<file path="config.mk">
export PLATFORM = sky130hd
export DESIGN_NAME = ide_pio_router
export DESIGN_NICKNAME = d
export VERILOG_FILES = /design/src/rtl/ide_rt_pkg.sv /design/src/rtl/ide_win_match.sv /design/src/rtl/ide_win_prio.sv /design/src/rtl/ide_drv_sel.sv /design/src/rtl/ide_pio_router.sv
export SDC_FILE = /design/constraint.sdc
export NUM_CORES = 1
export LEC_CHECK = 0
export BUFFER_PORTS_ARGS = -buffer_cell sky130_fd_sc_hd__buf_2
export CAP_MARGIN = 15
export CELL_PAD_IN_SITES_DETAIL_PLACEMENT = 1
export CELL_PAD_IN_SITES_GLOBAL_PLACEMENT = 1
export CORE_ASPECT_RATIO = 0.8
export CORE_MARGIN = 5
export CORE_UTILIZATION = 35
export CTS_CLUSTER_DIAMETER = 150
export DETAILED_ROUTE_END_ITERATION = 10
export GPL_TIMING_DRIVEN = 0
export PLACE_DENSITY_LB_ADDON = 0.1
export SETUP_SLACK_MARGIN = 0.5
export SLEW_MARGIN = 20
export SYNTH_ARGS = -nofsm -noshare
export SYNTH_HDL_FRONTEND = slang
export SYNTH_SLANG_ARGS = --single-unit
export TNS_END_PERCENT = 20
</file>
<file path="constraint.sdc">
create_clock -name clk_i -period 10.9 [get_ports clk_i]
set_clock_uncertainty 0.05 [all_clocks]
set_input_delay 0 -clock clk_i [delete_from_list [all_inputs] [get_ports clk_i]]
set_output_delay 0 -clock clk_i [all_outputs]
set_load 0.05 [all_outputs]
</file>
<file path="src/rtl/ide_rt_pkg.sv">
package ide_rt_pkg;
  localparam int NWIN = 5;
  localparam int NCH  = 2;

  typedef enum logic [1:0] {REG_NONE = 2'd0, REG_CMD = 2'd1, REG_CTRL = 2'd2, REG_BM = 2'd3} region_e;
  typedef enum logic [1:0] {SZ_1B = 2'd0, SZ_2B = 2'd1, SZ_4B = 2'd2, SZ_BAD = 2'd3} size_e;

  // window slots, order is decode priority
  localparam int W_PCMD  = 0;
  localparam int W_PCTRL = 1;
  localparam int W_SCMD  = 2;
  localparam int W_SCTRL = 3;
  localparam int W_BM    = 4;
endpackage

</file>
<file path="src/rtl/ide_win_match.sv">
module ide_win_match #(
  parameter int ADDR_W = 32
) (
  input  logic [ADDR_W-1:0] base_i,
  input  logic [ADDR_W-1:0] size_i,
  input  logic [ADDR_W-1:0] addr_i,
  output logic              hit_o,
  output logic [ADDR_W-1:0] off_o
);
  always_comb begin
    off_o = addr_i - base_i;
    hit_o = (base_i != '0) && (addr_i >= base_i) && (off_o < size_i);
  end
endmodule

</file>
<file path="src/rtl/ide_win_prio.sv">
module ide_win_prio #(
  parameter int N  = 5,
  parameter int AW = 32,
  localparam int IW = (N > 1) ? $clog2(N) : 1
) (
  input  logic [N-1:0]         hit_i,
  input  logic [N-1:0][AW-1:0] off_i,
  output logic                 any_o,
  output logic [IW-1:0]        idx_o,
  output logic [AW-1:0]        off_o
);
  always_comb begin
    any_o = |hit_i;
    idx_o = '0;
    off_o = '0;
    // scan downward so the lowest index wins
    for (int i = N - 1; i >= 0; i--) begin
      if (hit_i[i]) begin
        idx_o = IW'(i);
        off_o = off_i[i];
      end
    end
  end
endmodule

</file>
<file path="src/rtl/ide_drv_sel.sv">
module ide_drv_sel #(
  parameter int NCH = 2,
  localparam int CW = (NCH > 1) ? $clog2(NCH) : 1
) (
  input  logic           clk_i,
  input  logic           rst_ni,
  input  logic           cap_i,
  input  logic [CW-1:0]  cap_chan_i,
  input  logic           cap_bit_i,
  output logic [NCH-1:0] sel_o
);
  logic [NCH-1:0] sel_q;

  always_ff @(posedge clk_i or negedge rst_ni) begin
    if (!rst_ni) sel_q <= '0;
    else if (cap_i) sel_q[cap_chan_i] <= cap_bit_i;
  end

  assign sel_o = sel_q;

  p_sel_load_r5: assert property (@(posedge clk_i) disable iff (!rst_ni)
    cap_i |=> sel_q[$past(cap_chan_i)] == $past(cap_bit_i));
  p_sel_hold_r5: assert property (@(posedge clk_i) disable iff (!rst_ni)
    !cap_i |=> $stable(sel_q));
endmodule

</file>
<file path="src/rtl/ide_pio_router.sv">
module ide_pio_router
  import ide_rt_pkg::*;
#(
  parameter int ADDR_W      = 32,
  parameter int DATA_W      = 32,
  parameter int OFF_W       = 8,
  parameter int BM_CHAN_OFF = 8,
  parameter int SEL_OFF     = 6,
  parameter int DEV_BIT     = 4
) (
  input  logic                         clk_i,
  input  logic                         rst_ni,
  input  logic                         io_en_i,
  input  logic                         bm_en_i,
  input  logic [NWIN-1:0][ADDR_W-1:0]  win_base_i,
  input  logic [NWIN-1:0][ADDR_W-1:0]  win_size_i,
  input  logic [3:0]                   drv_present_i,
  input  logic                         req_valid_i,
  input  logic                         req_write_i,
  input  logic [ADDR_W-1:0]            req_addr_i,
  input  logic [1:0]                   req_size_i,
  input  logic [DATA_W-1:0]            req_wdata_i,
  output logic [1:0]                   region_o,
  output logic                         chan_o,
  output logic [OFF_W-1:0]             offset_o,
  output logic                         illegal_o,
  output logic                         drv_valid_o,
  output logic                         drv_write_o,
  output logic                         drv_cmd_o,
  output logic                         drv_byte_o,
  output logic [1:0]                   drv_idx_o,
  output logic [OFF_W-1:0]             drv_offset_o,
  output logic [DATA_W-1:0]            drv_wdata_o,
  input  logic [DATA_W-1:0]            drv_rdata_i,
  output logic                         bm_valid_o,
  output logic                         bm_write_o,
  output logic [1:0]                   bm_size_o,
  output logic [OFF_W-1:0]             bm_offset_o,
  output logic [DATA_W-1:0]            bm_wdata_o,
  input  logic [DATA_W-1:0]            bm_rdata_i,
  output logic [DATA_W-1:0]            rdata_o,
  output logic [NCH-1:0]               drv_sel_o
);
  localparam int IW = $clog2(NWIN);

  logic [NWIN-1:0]             hit;
  logic [NWIN-1:0][ADDR_W-1:0] woff;
  logic                        any_hit;
  logic [IW-1:0]               win_idx;
  logic [ADDR_W-1:0]           win_off;

  for (genvar g = 0; g < NWIN; g++) begin : g_win
    ide_win_match #(.ADDR_W(ADDR_W)) u_match (
      .base_i(win_base_i[g]),
      .size_i(win_size_i[g]),
      .addr_i(req_addr_i),
      .hit_o (hit[g]),
      .off_o (woff[g])
    );
  end

  ide_win_prio #(.N(NWIN), .AW(ADDR_W)) u_prio (
    .hit_i(hit),
    .off_i(woff),
    .any_o(any_hit),
    .idx_o(win_idx),
    .off_o(win_off)
  );

  region_e region;
  logic    chan;

  always_comb begin
    region = REG_NONE;
    chan   = 1'b0;
    if (any_hit) begin
      unique case (int'(win_idx))
        W_PCMD:  begin region = REG_CMD;  chan = 1'b0; end
        W_PCTRL: begin region = REG_CTRL; chan = 1'b0; end
        W_SCMD:  begin region = REG_CMD;  chan = 1'b1; end
        W_SCTRL: begin region = REG_CTRL; chan = 1'b1; end
        default: begin region = REG_BM;   chan = (win_off >= ADDR_W'(BM_CHAN_OFF)); end
      endcase
    end
  end

  logic act, is_cmd, is_ctrl, is_bm, sz_drv_ok, sz_bm_ok;
  logic cap, eff_bit;
  logic [NCH-1:0] sel_q;

  always_comb begin
    act       = req_valid_i && io_en_i;
    is_cmd    = (region == REG_CMD);
    is_ctrl   = (region == REG_CTRL);
    is_bm     = (region == REG_BM);
    sz_drv_ok = (req_size_i == SZ_1B) || (req_size_i == SZ_2B);
    sz_bm_ok  = (req_size_i != SZ_BAD);
    cap       = act && req_write_i && is_cmd && sz_drv_ok && (win_off == ADDR_W'(SEL_OFF));
    // the select write itself already sees its new drive bit
    eff_bit   = cap ? req_wdata_i[DEV_BIT] : sel_q[chan];
  end

  ide_drv_sel #(.NCH(NCH)) u_sel (
    .clk_i     (clk_i),
    .rst_ni    (rst_ni),
    .cap_i     (cap),
    .cap_chan_i(chan),
    .cap_bit_i (req_wdata_i[DEV_BIT]),
    .sel_o     (sel_q)
  );

  always_comb begin
    region_o     = region;
    chan_o       = chan;
    offset_o     = win_off[OFF_W-1:0];
    illegal_o    = act && (!any_hit || (req_size_i == SZ_BAD) ||
                           ((req_size_i == SZ_4B) && (is_cmd || is_ctrl)));
    drv_idx_o    = {chan, eff_bit};
    drv_valid_o  = act && (is_cmd || is_ctrl) && sz_drv_ok && drv_present_i[drv_idx_o];
    drv_write_o  = req_write_i;
    drv_cmd_o    = is_cmd;
    drv_byte_o   = (req_size_i == SZ_1B);
    drv_offset_o = win_off[OFF_W-1:0];
    drv_wdata_o  = req_wdata_i;
    bm_valid_o   = act && is_bm && sz_bm_ok && (!req_write_i || bm_en_i);
    bm_write_o   = req_write_i;
    bm_size_o    = req_size_i;
    bm_offset_o  = win_off[OFF_W-1:0];
    bm_wdata_o   = req_wdata_i;
    rdata_o      = '0;
    if (!req_write_i && drv_valid_o)     rdata_o = drv_rdata_i;
    else if (!req_write_i && bm_valid_o) rdata_o = bm_rdata_i;
    drv_sel_o    = sel_q;
  end

  p_io_off_r7: assert property (@(posedge clk_i) disable iff (!rst_ni)
    !io_en_i |-> (!drv_valid_o && !bm_valid_o && !illegal_o && rdata_o == '0));
  p_miss_flag_r2: assert property (@(posedge clk_i) disable iff (!rst_ni)
    (req_valid_i && io_en_i && region_o == REG_NONE) |-> (illegal_o && !drv_valid_o && !bm_valid_o));
  p_drv_width_r8: assert property (@(posedge clk_i) disable iff (!rst_ni)
    drv_valid_o |-> (req_size_i == SZ_1B || req_size_i == SZ_2B));
  p_bm_wr_gate_r9: assert property (@(posedge clk_i) disable iff (!rst_ni)
    (bm_valid_o && bm_write_o) |-> bm_en_i);
  p_absent_r10: assert property (@(posedge clk_i) disable iff (!rst_ni)
    drv_valid_o |-> drv_present_i[drv_idx_o]);
  p_fwd_excl_r1: assert property (@(posedge clk_i) disable iff (!rst_ni)
    $onehot0({drv_valid_o, bm_valid_o}));
endmodule

</file>
==> Word-level counts from Yosys, hierarchy flattened <==
Index checks and enable logic that the tools add are counted.
{ "totals": {"regBits": 2, "input_bits": 460, "output_inout_bits": 136, "word_cells": 100} }
{ "op_classes": {"add_sub_neg": 5, "order_cmp": 14, "n_eq_ne": 11, "n_mux": 24, "n_reduce_logical": 45} }
{ "ops": {"columns": ["cell", "count"], "rows": [
  ["2-to-1 mux 32 bit", 7],
  [">= comparator 32 bit", 5],
  ["< comparator 32 bit", 5],
  ["nonzero test 32 bit", 5],
  ["subtractor 32 bit", 5],
  ["equality test 32 x 3 -> 1 bit, second input constant", 1],
  [">= comparator 32 x 4 -> 1 bit, second input constant", 1],
  ["logical AND 1 bit", 26],
  ["2-to-1 mux 3 bit", 5],
  ["equality test 2 bit, second input constant", 4],
  ["OR reduction 2 bit", 4],
  ["equality test 3 x 2 -> 1 bit, second input constant", 2],
  ["2-to-1 mux 1 bit", 6],
  ["logical OR 1 bit", 5],
  ["OR reduction 5 bit", 1],
  ["equality test 2 x 1 -> 1 bit, second input constant", 2],
  ["one-hot mux 2 bit (2 select lines)", 1],
  ["equality test 3 x 1 -> 1 bit, second input constant", 1],
  ["logical NOT 3 bit", 1],
  ["< comparator 2 x 3 -> 1 bit, second input constant", 1],
  ["binary-select mux 1 bit (select 2 bit)", 1],
  ["bitwise mux 2 bit", 1],
  ["logical NOT 1 bit", 2],
  ["logical NOT 2 bit", 1],
  ["6 further kinds", 6]
]} }

==> Depth between registers and ports, before layout <==
Gate-level depths: netlist (run 1).
{ "depth": {"depth_word": 22, "depth_mapped": 35, "depth_no_buf": 32} }

==> By module <==
A second synthesis (run 1) with hierarchy kept.
{ "unflattened": {"hier_cells": 2468, "area_unflattened_um2": 16638.5} }
{ "by_module_without_submodules": {"columns": ["module", "n_inst", "cells_per_inst", "area_each_um2", "seq_area_each_um2"], "rows": [
  ["ide_win_match (g_win[2].u_match ...)", 2, 384, 2685.1, 0.0],
  ["ide_win_match (g_win[4].u_match)", 1, 421, 2852.7, 0.0],
  ["ide_win_match (g_win[0].u_match)", 1, 414, 2792.7, 0.0],
  ["ide_win_match (g_win[1].u_match)", 1, 409, 2753.9, 0.0],
  ["ide_pio_router", 1, 254, 1731.7, 0.0],
  ["ide_win_prio", 1, 196, 1037.2, 0.0],
  ["ide_drv_sel", 1, 6, 100.1, 50.0]
]} }

==> Worst setup path after synthesis (run 1) <==
No wires, ideal clock.
{ "synth_timing": {"path_kind": "input port to output port", "startpoint": "input port win_base_i[108] in the netlist's numbering", "endpoint": "output port rdata_o[30]", "t_arrival_ns": 8.587, "t_required_ns": 10.850, "path_slack_ns": 2.263, "path_stages": 30, "path_buffers": 3, "path_cell_list": "inv_1 > ha_1 > a21oi_1 > o21ai_0 > or3_1 > o21ai_0 > o21bai_1 > a211o_1 > and3_1 > ha_1 > and4_1 > a221oi_1 > o211ai_1 > a31oi_1 > and2_1 > clkbuf_1 > clkbuf_1 > nor3_1 > o31ai_1 > ha_1 > nand3_1 > a311o_1 > nor4_1 > o2111ai_1 > mux2i_1 > mux2i_1 > mux2i_4 > nand2_2 > buf_6 > mux2i_1"} }
{ "synth_between": {"elab_chain_len": 21} }
{ "synth_lines": {"columns": ["item", "line", "text"], "rows": [
  ["start, declared", "ide_pio_router.sv:15", "input logic [NWIN-1:0][ADDR_W-1:0] win_base_i,"],
  ["subtractor 32 bit (tied with other cells)", "ide_win_match.sv:11", "off_o = addr_i - base_i;"],
  ["< comparator 32 bit / logical AND 1 bit (equally long branches)", "ide_win_match.sv:12", "hit_o = (base_i != '0) && (addr_i >= base_i) && (off_o < size_i);"],
  ["logical AND 1 bit (*)", "ide_win_match.sv:12", null],
  ["2-to-1 mux 3 bit (4 in a row)", "ide_win_prio.sv:18", "if (hit_i[i]) begin"],
  ["equality test 3 x 2 -> 1 bit (tied with other cells)", "ide_pio_router.sv:77", "unique case (int'(win_idx))"],
  ["OR reduction 2 bit (no source line)", null, null],
  ["one-hot mux 2 bit (2 select lines)", "ide_pio_router.sv:77", null],
  ["2-to-1 mux 2 bit (*)", "ide_pio_router.sv:76", "if (any_hit) begin"],
  ["via region_o[0]", "ide_pio_router.sv:23", "output logic [1:0] region_o,"],
  ["(+1 left out)", null, null],
  ["via drv_cmd_o", "ide_pio_router.sv:29", "output logic drv_cmd_o,"],
  ["logical AND 1 bit (3 in a row)", "ide_pio_router.sv:98", "cap = act && req_write_i && is_cmd && sz_drv_ok && (win_off == ADDR_W'(SEL_OFF));"],
  ["2-to-1 mux 1 bit", "ide_pio_router.sv:100", "eff_bit = cap ? req_wdata_i[DEV_BIT] : sel_q[chan];"],
  ["binary-select mux 1 bit (select 2 bit)", "ide_pio_router.sv:119", "drv_valid_o = act && (is_cmd || is_ctrl) && sz_drv_ok && drv_present_i[drv_idx_o];"],
  ["2-to-1 mux 1 bit (not written as such)", "ide_pio_router.sv:119", null],
  ["logical AND 1 bit (*)", "ide_pio_router.sv:119", null],
  ["logical AND 1 bit (*)", "ide_pio_router.sv:131", "if (!req_write_i && drv_valid_o) rdata_o = drv_rdata_i;"],
  ["2-to-1 mux 32 bit (*)", "ide_pio_router.sv:131", null],
  ["end, declared", "ide_pio_router.sv:41", "output logic [DATA_W-1:0] rdata_o,"]
]} }
The timed path passes the listed nets; every way through them passes the cells marked *. The select of a mux whose other input is x is not followed.

==> Worst setup path after layout (run 1) <==
{ "layout_timing": {"startpoint": "input port req_addr_i[12]", "endpoint": "output port rdata_o[14]"} }
{ "layout_between": {"elab_chain_len": 22} }
{ "layout_lines": {"columns": ["item", "line", "text"], "rows": [
  ["start, declared", "ide_pio_router.sv:20", "input logic [ADDR_W-1:0] req_addr_i,"],
  ["branches (longest 21 deep; another with subtractor 32 bit)", null, null],
  ["2-to-1 mux 32 bit (*)", "ide_pio_router.sv:131", null]
]} }
Mark *: on every way between the ends. The select of a mux whose other input is x is not followed.

==> results of run 1 <==
[synthesized netlist by cell type, types with 7 or more instances]
cell type  instances  area [µm²]
a211o_1           11        96.3
a211oi_1          29         218
a21o_1            46         345
a21oi_1          248        1240
a221o_1            7        70.1
a221oi_1          14         123
a31oi_1           21         131
a41o_1            32         320
and2_1            12        75.1
and3_1            17         106
and4_1            41         359
buf_4             86         646
clkbuf_1          78         293
ha_1             317        3970
inv_1            370        1390
mux2i_1           11         110
nand2_1          220         826
nand2b_1          22         138
nand3_1           54         270
nand4_1           73         457
nor2_1           129         484
nor2b_1           12        75.1
nor3_1            38         190
nor4_1            56         350
o211ai_1          35         263
o21a_1            28         210
o21ai_0          135         676
o21bai_1          27         203
o31ai_1           17         128
o41ai_1            7        61.3
or2_2              7        43.8
or3_1             16         100
or4_1             10        75.1
xnor2_1           79         692
xor2_1            59         517
[logic make-up after synthesis]
kind of cell	count (synthesis)	synth area share, %
adders and majority gates	322	24.4
buffers and inverters	543	14.4
muxes	17	1.13
xor gates and xnor gates	138	7.26
and+or+nand+nor	729	22.4
DFF	2	0.301
AOI/OAI and AO/OA	761	30.1
[power groups by stage]
stage / Combinational, mW / Sequential, mW / Clock [mW]
3_5_place_dp: 1.83 / 0.00756 / 0
6_report: 1.87 / 0.00748 / 0.0564
4_1_cts: 1.84 / 0.00748 / 0.0571
3_3_place_gp: 1.78 / 0.00756 / 0
5_1_grt: 2.01 / 0.00748 / 0.0580
2_1_floorplan: 1.23 / 0.00757 / 0
[per-stage QoR]
step / instances / hold WS, ns / area, µm²
after global placement: 3696 / -0.266 / 20200
after CTS: 3701 / 0.0868 / 20400
final: 3707 / 0.119 / 20400
after global routing: 3703 / 0.134 / 20400
after detailed placement: 3697 / -0.263 / 20300
after floorplan: 2512 / -0.346 / 16600
[metal layers]
| layer | track usage [%] | up-vias |
|---|---|---|
| met3 | 2.84 | 99 |
| met5 | 0 | - |
| met4 | 9.28 | 2 |
| met1 | 48.4 | 10600 |
| met2 | 52.7 | 815 |
| li1 | - | 10200 |
[layout make-up]
class / instances / area share [%]
diodes: 6 / 0.0737
flip-flops and latches: 2 / 0.246
well taps: 620 / 3.81
repair buffers: 566 / 13.9
clock buffers: 3 / 0.369
inverters: 370 / 6.82
plain buffers: 173 / 4.91
multi-input cells: 1967 / 69.8
[worst min-delay path by stage]
| stage | startpoint | end | slack [ns] | depth (start not counted) |
|---|---|---|---|---|
| floorplan | rst_ni | u_sel.sel_o[0] | -0.35 | 0 |
| global placement | rst_ni | u_sel.sel_o[0] | -0.27 | 1 |
| detailed placement | rst_ni | u_sel.sel_o[1] | -0.26 | 1 |
| CTS | rst_ni | u_sel.sel_o[1] | 0.09 | 2 |
| global route | rst_ni | u_sel.sel_o[1] | 0.13 | 2 |
| finish | rst_ni | u_sel.sel_o[1] | 0.12 | 2 |
[critical path, delay by kind of cell]
kind	cells	cell delay [ns]
buffers and inverters	5	1.97
and+or+nand+nor	8	1.80
muxes	3	0.78
adders and majority gates	3	1.13
AOI/OAI and AO/OA	12	4.18
==> flow_metrics.py, run 1 <==
metrics = {
    "worst_setup_path": {
        "regToRegSetupSlack_ns": 10.01,
        "required_ns": 10.85,
        "r2r_cells": 1,
        "start_kind": "input port",
        "arrival_ns": 9.87,
        "r2r_start": "u_sel.sel_o[1]",
        "worst_path_most_repeated_cell": "ha_1",
        "crit_start": "req_addr_i[12]",
        "critPathSlowestCell": "clkbuf_1",
        "path_class": "in2out",
        "crit_path_end": "rdata_o[14]",
        "max_stage_delay_ns": 0.65,
        "r2r_end": "u_sel.sel_o[1]",
        "worstSetupEndpointType": "output pin",
        "critPathMaxFanout": 10,
    },
    "power_and_ir_drop": {
        "pwr-share-clk_pct": 2.9,
        "irDropWorstVdd_uv": 131,
        "power_frac_seq_pct": 0.4,
        "p_sw_mw": 1.26,
        "p_total_mw": 1.94,
        "p_per_area_mw_per_mm2": 95.0,
        "p_sw_share_pct": 65.3,
        "p_leak_nw": 11.0,
        "power_frac_comb_pct": 96.7,
        "internal_power_mw": 0.672,
    },
    "clock_network": {
        "hold_buffers": 1,
        "cts_buffers": 3,
        "ctsResizeCount": 0,
        "cts_tree": "done",
        "clockBufferDepth": 2,
        "postCtsSetupBuffers": 0,
        "cts_max_level": 1,
        "cts.sinks": 2,
        "clkTransAtPathRegs_ns": 0.03,
        "clk_latency_ns": 0.22,
        "clockRootBuffer": "clkbuf_16",
    },
    "floorplanning": {
        "die_w_um": 254,
        "top_level_ports": 596,
        "start_util_pct": 35.4,
        "core_area_mm2": 0.0470,
        "fp.dieH_um": 205,
        "rows": 71,
        "dieArea_mm2": 0.0521,
    },
    "detailed_routing": {
        "wl_met2_um": 41000,
        "dr_wl_met3_um": 6560,
        "wl_um": 93100,
        "wl_per_cell_um": 25.1,
        "initialDrtViolationCount": 1972,
        "drc": 0,
        "via_per_inst": 5.86,
        "wl_met1_um": 42600,
        "drtAntennaViolNets": 0,
        "vias": 21700,
        "first_pass_iters": 6,
        "top_layer_used": "met5",
    },
    "final_layout": {
        "fillCellCount": 6420,
        "drive_gt1_share_pct": 22.5,
        "final_common_cell": "buf_2",
        "num-nets-final": 3865,
        "largest_register_ff_count": 2,
        "mostFrequentLayoutCells": "buf_2 (569), inv_1 (370), ha_1 (317)",
        "area_growth_pct": 22.3,
        "multi_input_area_mm2": 0.0142,
        "register_area_um2": 50.0,
        "final_core_util_pct": 43.3,
    },
    "min_path": {
        "hold_path.class": "in2async",
    },
    "global_route": {
        "antenna_found_initial": 7,
        "grt_pass1_wl_um": 134000,
        "gr-total-overflow": 0,
        "grt_max_degree": 11,
        "grt_usage_pct": 33.3,
        "grt_pass1_vias": 21800,
    },
    "synth": {
        "async_reset_ff_share_pct": 100,
        "synthCells": 2512,
        "synth_edf_count": 0,
        "ys.flop_type": "dfrtp_1",
        "synth_seq_cells": 2,
        "syn_nets": 3294,
        "seq_area_frac_synth_pct": 0.301,
        "syn_area_mm2": 0.0166,
        "ys_warn_count": 0,
        "avgSynthCellArea_um2": 6.63,
        "synth_cell_types": 84,
    },
    "timing": {
        "max_freq_mhz": 101,
        "setup_tns_ns": 0,
        "tightestPinTransition_ns": 1.15,
        "slew_viol_final": 0,
        "relSlewSlack_pct": 22.7,
        "fin_crit_sh_pct": 91.0,
        "fin_crit_ns": 9.92,
        "setup_viol": 0,
        "layout_setup_ws_ns": 0.982,
        "rsz0062_at_grt": "no",
        "hold_viol": 0,
    },
    "outcome": {
        "status": "complete, no violations",
    },
    "placement": {
        "portBuffers": 564,
        "dp_hpwl_um": 81200,
        "place_ws_ns": 1.16,
        "place_congestion": 0.996,
    },
    "flow_run": {
        "drv_cap": 0,
    },
}
(Power assumes the default switching activity.)
==> inputs of run 2 (changes only) <==
- ABC_AREA: not set -> 1
==> run 2 against run 1 <==
Global-route usage shrank 2.6 points. Power is 7.0% higher. Combinational power up 7%. Routed wire length grew 5.4%. Critical path depth is 1 higher. Sequential share of layout area is essentially flat. Non-clock buffer count decreased by 59. Cell count grew 33%. Worst setup slack better by 2.9 ns. Clock power about the same. Critical path type unchanged. Largest power group unchanged. Highest routed layer is now met4.
==> flow_metrics.py, run 2 <==
metrics = {
    "outcome": {
        "status": "complete, no violations",
    },
    "timing": {
        "setup_viol": 0,
        "hold_viol": 0,
        "fin_crit_sh_pct": 64.8,
        "setup_tns_ns": 0,
        "rsz0062_at_grt": "no",
        "max_freq_mhz": 142,
        "slew_viol_final": 0,
        "relSlewSlack_pct": 56.6,
        "tightestPinTransition_ns": 0.647,
        "fin_crit_ns": 7.06,
    },
    "placement": {
        "portBuffers": 564,
        "place_congestion": 0.998,
        "place_area_mm2": 0.0230,
        "dp_hpwl_um": 87800,
    },
    "clock_network": {
        "hold_buffers": 1,
        "cts_tree": "done",
        "ctsResizeCount": 0,
        "clkTransAtPathRegs_ns": 0.03,
        "clockRootBuffer": "clkbuf_16",
        "clockBufferDepth": 2,
        "clk_latency_ns": 0.22,
        "cts_max_level": 1,
        "cts_buffers": 3,
        "postCtsSetupBuffers": 0,
        "cts.sinks": 2,
    },
    "floorplanning": {
        "die_w_um": 273,
        "dieArea_mm2": 0.0600,
        "top_level_ports": 596,
        "fp.dieH_um": 220,
        "rows": 77,
        "start_util_pct": 35.1,
        "core_area_mm2": 0.0549,
    },
    "final_layout": {
        "final_common_cell": "nand2_1",
        "fin_area_mm2": 0.0231,
        "register_area_um2": 50.0,
        "drive_gt1_share_pct": 17.8,
        "final_core_util_pct": 42.1,
        "area_growth_pct": 19.7,
        "largest_register_ff_count": 2,
        "fillCellCount": 8154,
        "multi_input_area_mm2": 0.0154,
        "num-nets-final": 5016,
        "mostFrequentLayoutCells": "nand2_1 (1047), inv_1 (775), buf_2 (573)",
    },
    "synth": {
        "syn_area_mm2": 0.0193,
        "synthTopCellsByCount": "nand2_1 (1047), inv_1 (775), nor2_1 (394), ha_1 (317), a21oi_1 (254)",
        "avgSynthCellArea_um2": 5.27,
        "ys_warn_count": 0,
        "yosysTopAreaCell": "ha_1",
        "synth_seq_cells": 2,
        "async_reset_ff_share_pct": 100,
        "synth_most_common_cell": "nand2_1",
        "synthCells": 3664,
        "synth_edf_count": 0,
        "syn_nets": 4446,
        "synthTopCellsByArea": "ha_1 (21%), nand2_1 (20%), inv_1 (15%)",
        "synth_top_area_share_pct": 20.6,
        "ys.flop_type": "dfrtp_1",
        "seq_area_frac_synth_pct": 0.259,
        "synth_cell_types": 50,
    },
    "worst_setup_path": {
        "path_delay_family": "simple AND/OR/NAND/NOR gates",
        "arrival_ns": 7.01,
        "critPathMaxFanout": 10,
        "r2r_start": "u_sel.sel_o[1]",
        "path_class": "in2out",
        "worst_path_most_repeated_cell": "nand2_1",
        "worstSetupEndpointType": "output pin",
        "regToRegSetupSlack_ns": 10.07,
        "required_ns": 10.85,
        "start_kind": "input port",
        "max_stage_delay_ns": 0.55,
        "r2r_end": "u_sel.sel_o[1]",
        "critPathSlowestCell": "nor3_2",
        "r2r_cells": 2,
        "critPathBufInv": 7,
    },
    "detailed_routing": {
        "via_per_inst": 5.07,
        "vias": 25100,
        "drtAntennaViolNets": 0,
        "initialDrtViolationCount": 1666,
        "first_pass_iters": 5,
        "wl_per_cell_um": 19.8,
        "drc": 0,
        "wl_um": 98100,
    },
    "global_route": {
        "grt_usage_pct": 30.7,
        "grt_pass1_wl_um": 143000,
        "grt_pass1_vias": 24700,
        "use_met3_pct": 5.02,
        "grt_use_met1_pct": 42.9,
        "grt_max_degree": 11,
        "antenna_found_initial": 6,
        "gr-total-overflow": 0,
        "use_met2_pct": 48.9,
        "grt-busiest-layer": "met2",
    },
    "power_and_ir_drop": {
        "irDropWorstVdd_uv": 128,
        "p_leak_nw": 14.6,
        "p_per_area_mw_per_mm2": 89.7,
    },
    "flow_run": {
        "drv_cap": 0,
    },
    "min_path": {
        "hold_path.class": "in2async",
    },
}
## run 2: layer usage
layer | vias up | routed length [µm]
met1 | 11600 | 44700
met2 | 756 | 42700
met3 | 105 | 7620
li1 | 12600 | -
met4 | 0 | 3100
met5 | - | 0
## run 2: stage by stage
stage	power (mW)	instances	hold WS (ns)	setup WS, ns
final	2.07	4948	0.0423	3.84
after floorplan	1.35	3664	-0.346	4.49
after global placement	1.95	4939	-0.264	3.90
after CTS	2.05	4943	0.0607	3.94
after detailed placement	1.98	4939	-0.262	3.95
after global routing	2.26	4946	0.0425	3.44
## run 2: worst max-delay path by stage
stage	start	cells past startpoint	endpoint	slack, ns
after floorplan	req_addr_i[0]	36	drv_valid_o	4.49
after global placement	req_addr_i[0]	32	rdata_o[25]	3.90
after detailed placement	req_addr_i[0]	32	rdata_o[25]	3.95
after CTS	req_addr_i[0]	32	rdata_o[25]	3.94
after global routing	req_addr_i[0]	41	rdata_o[25]	3.44
final	req_addr_i[0]	32	rdata_o[25]	3.84
## run 2: report_power, final
part           internal (mW)  switching [mW]
registers            0.00748     0.000000514
logic                  0.622            1.39
clock network         0.0468         0.00947
## run 2: cell families after synthesis
family                     count (synthesis)  synth area share (%)
DFF                                        2                 0.259
buffers and inverters                    901                  19.8
adders and majority gates                322                  21.1
xor gates and xnor gates                  93                  4.22
and+or+nand+nor                         1890                  41.8
AOI/OAI and AO/OA                        456                  12.9
## run 2: layout make-up
class                   instances  area share, %
inverters                     786           12.8
flip-flops and latches          2          0.217
diodes                          5         0.0542
well taps                     711           3.85
clock buffers                   3          0.325
multi-input cells            2761           66.8
repair buffers                565           12.3
plain buffers                 115           3.70
==> inputs of run 3 (changes only) <==
- ABC_AREA: 1 -> 0
- clock period: 10.9 -> 6.6 ns (I/O delays scaled with it)
==> run 3 against run 2 <==
Cell count down 23%. Sequential share of layout area is essentially flat. Register-to-register slack got worse by 4.4 ns. Global-route usage is 4.4 points higher. Critical path depth unchanged. Routed wire length increased by 1.7%. Core utilization is 7.7 points higher. Clock power up 69%. Worst hold slack better by 0.024 ns. The flow now finishes with violations (negative setup slack). Critical endpoint is now rdata_o[12].
==> flow_metrics.py, run 3 (synthesized netlist as in run 1, its figures left out) <==
metrics = {
    "outcome": {
        "status": "complete, but fails checks",
        "violations": "negative setup slack",
    },
    "global_route": {
        "grt_pass1_vias": 22900,
        "antenna_found_initial": 10,
        "gr-total-overflow": 0,
        "grt_usage_pct": 35.1,
        "grt_max_degree": 11,
        "grt_pass1_wl_um": 141000,
    },
    "placement": {
        "place_area_mm2": 0.0205,
        "dp_hpwl_um": 83000,
        "place_congestion": 1.00,
        "dp_cells": 3698,
        "portBuffers": 564,
        "place_ws_ns": -2.10,
    },
    "timing": {
        "layout_setup_ws_ns": -0.512,
        "hold_viol": 0,
        "max_freq_mhz": 141,
        "fin_crit_sh_pct": 108,
        "tightestPinTransition_ns": 1.10,
        "relSlewSlack_pct": 25.9,
        "hold_slack_ns": 0.0660,
        "setup_tns_ns": -14.11,
        "setup_viol": 34,
        "slew_viol_final": 0,
        "fin_crit_ns": 7.11,
        "rsz0062_at_grt": "yes",
    },
    "worst_setup_path": {
        "critPathMaxFanout": 10,
        "required_ns": 6.55,
        "worstSetupEndpointType": "output pin",
        "arrival_ns": 7.06,
        "r2r_cells": 1,
        "path_class": "in2out",
        "start_kind": "input port",
        "critPathBufInv": 7,
        "worst_path_most_repeated_cell": "buf_4",
        "cp.depth": 32,
        "regToRegSetupSlack_ns": 5.65,
        "max_stage_delay_ns": 0.51,
        "path_delay_family": "compound AO/OA/AOI/OAI gates",
        "critPathSlowestCell": "or4_1",
    },
    "final_layout": {
        "mostFrequentLayoutCells": "buf_2 (512), inv_1 (366), ha_1 (285)",
        "largest_register_ff_count": 2,
        "fillCellCount": 6232,
        "finalNonFillerCells": 3803,
        "final_core_util_pct": 49.8,
        "fin_area_mm2": 0.0234,
        "area_growth_pct": 40.6,
        "final_common_cell": "buf_2",
        "num-nets-final": 3964,
        "drive_gt1_share_pct": 35.2,
    },
    "clock_network": {
        "clockBufferDepth": 2,
        "clk_latency_ns": 0.23,
        "cts_tree": "done",
        "clockRootBuffer": "clkbuf_16",
        "cts.sinks": 2,
        "cts_max_level": 1,
        "cts_buffers": 3,
        "clkTransAtPathRegs_ns": 0.03,
    },
    "detailed_routing": {
        "vias": 22700,
        "wl_per_cell_um": 26.2,
        "first_pass_iters": 5,
        "drc": 0,
        "drtAntennaViolNets": 0,
        "via_per_inst": 5.97,
        "initialDrtViolationCount": 1970,
        "wl_um": 99800,
    },
    "floorplanning": {
        "die_w_um": 254,
        "core_area_mm2": 0.0470,
        "top_level_ports": 596,
        "start_util_pct": 35.4,
        "fp.dieH_um": 205,
        "rows": 71,
        "dieArea_mm2": 0.0521,
    },
    "min_path": {
        "hold_path.class": "in2async",
    },
    "power_and_ir_drop": {
        "p_per_area_mw_per_mm2": 161,
        "irDropWorstVdd_uv": 191,
        "p_leak_nw": 12.1,
        "p_total_mw": 3.78,
    },
    "flow_run": {
        "drv_cap": 0,
    },
}
-- run 3: changes by cell type in the layout (fill, tap and decap cells not counted), moves of 42 or more --
cell / previous run / this run
inv_1: 775 / 366
nand2_1: 1047 / 214
a21oi_1: 254 / 206
xnor2_1: 22 / 64
buf_4: 89 / 207
nor2_1: 394 / 121
buf_2: 573 / 512
nand3_1: 195 / 50
-- run 3: worst paths after layout --
check	from	end
max	req_addr_i[4]	rdata_o[12]
min	rst_ni	u_sel.sel_o[1]
max reg2reg	u_sel.sel_o[0]	u_sel.sel_o[0]
min reg2reg	u_sel.sel_o[1]	u_sel.sel_o[1]
max in group asynchronous	rst_ni	u_sel.sel_o[0]
min in group clk_i	req_wdata_i[4]	u_sel.sel_o[0]
-- run 3: routing by layer --
layer | up-vias | track usage, % | routed length [µm]
li1 | 10400 | - | -
met1 | 11200 | 48.8 | 42900
met2 | 930 | 56.2 | 44800
met3 | 172 | 4.53 | 8120
met4 | 6 | 11.4 | 3980
met5 | - | 0 | 40
-- run 3: power by group --
part	internal, mW	switching [mW]	leakage [nW]
Clock	0.0774	0.0175	0.0370
Sequential	0.0124	0.00000209	0.0280
Combinational	1.35	2.32	12.0
-- run 3: layout make-up --
cell class	instances	area [µm²]	share of cell area, %
Tap cell	620	776	3.31
Multi-Input combinational cell	1967	16000	68.2
Inverter	370	1400	5.99
Timing Repair Buffer	665	3920	16.8
Buffer	173	1210	5.17
Clock buffer	3	75.1	0.321
Antenna cell	3	7.51	0.0321
Sequential cell	2	50.0	0.214
-- run 3: timing repair --
item                                   in CTS  in global routing
buffers inserted                           61                 33
endpoints found under the hold margin       2                  0
gates resized for setup                   356                163
pin swaps                                  53                 47
setup endpoints to repair                  66                 39
cloned                                      3                  1
hold buffers                                1                  0
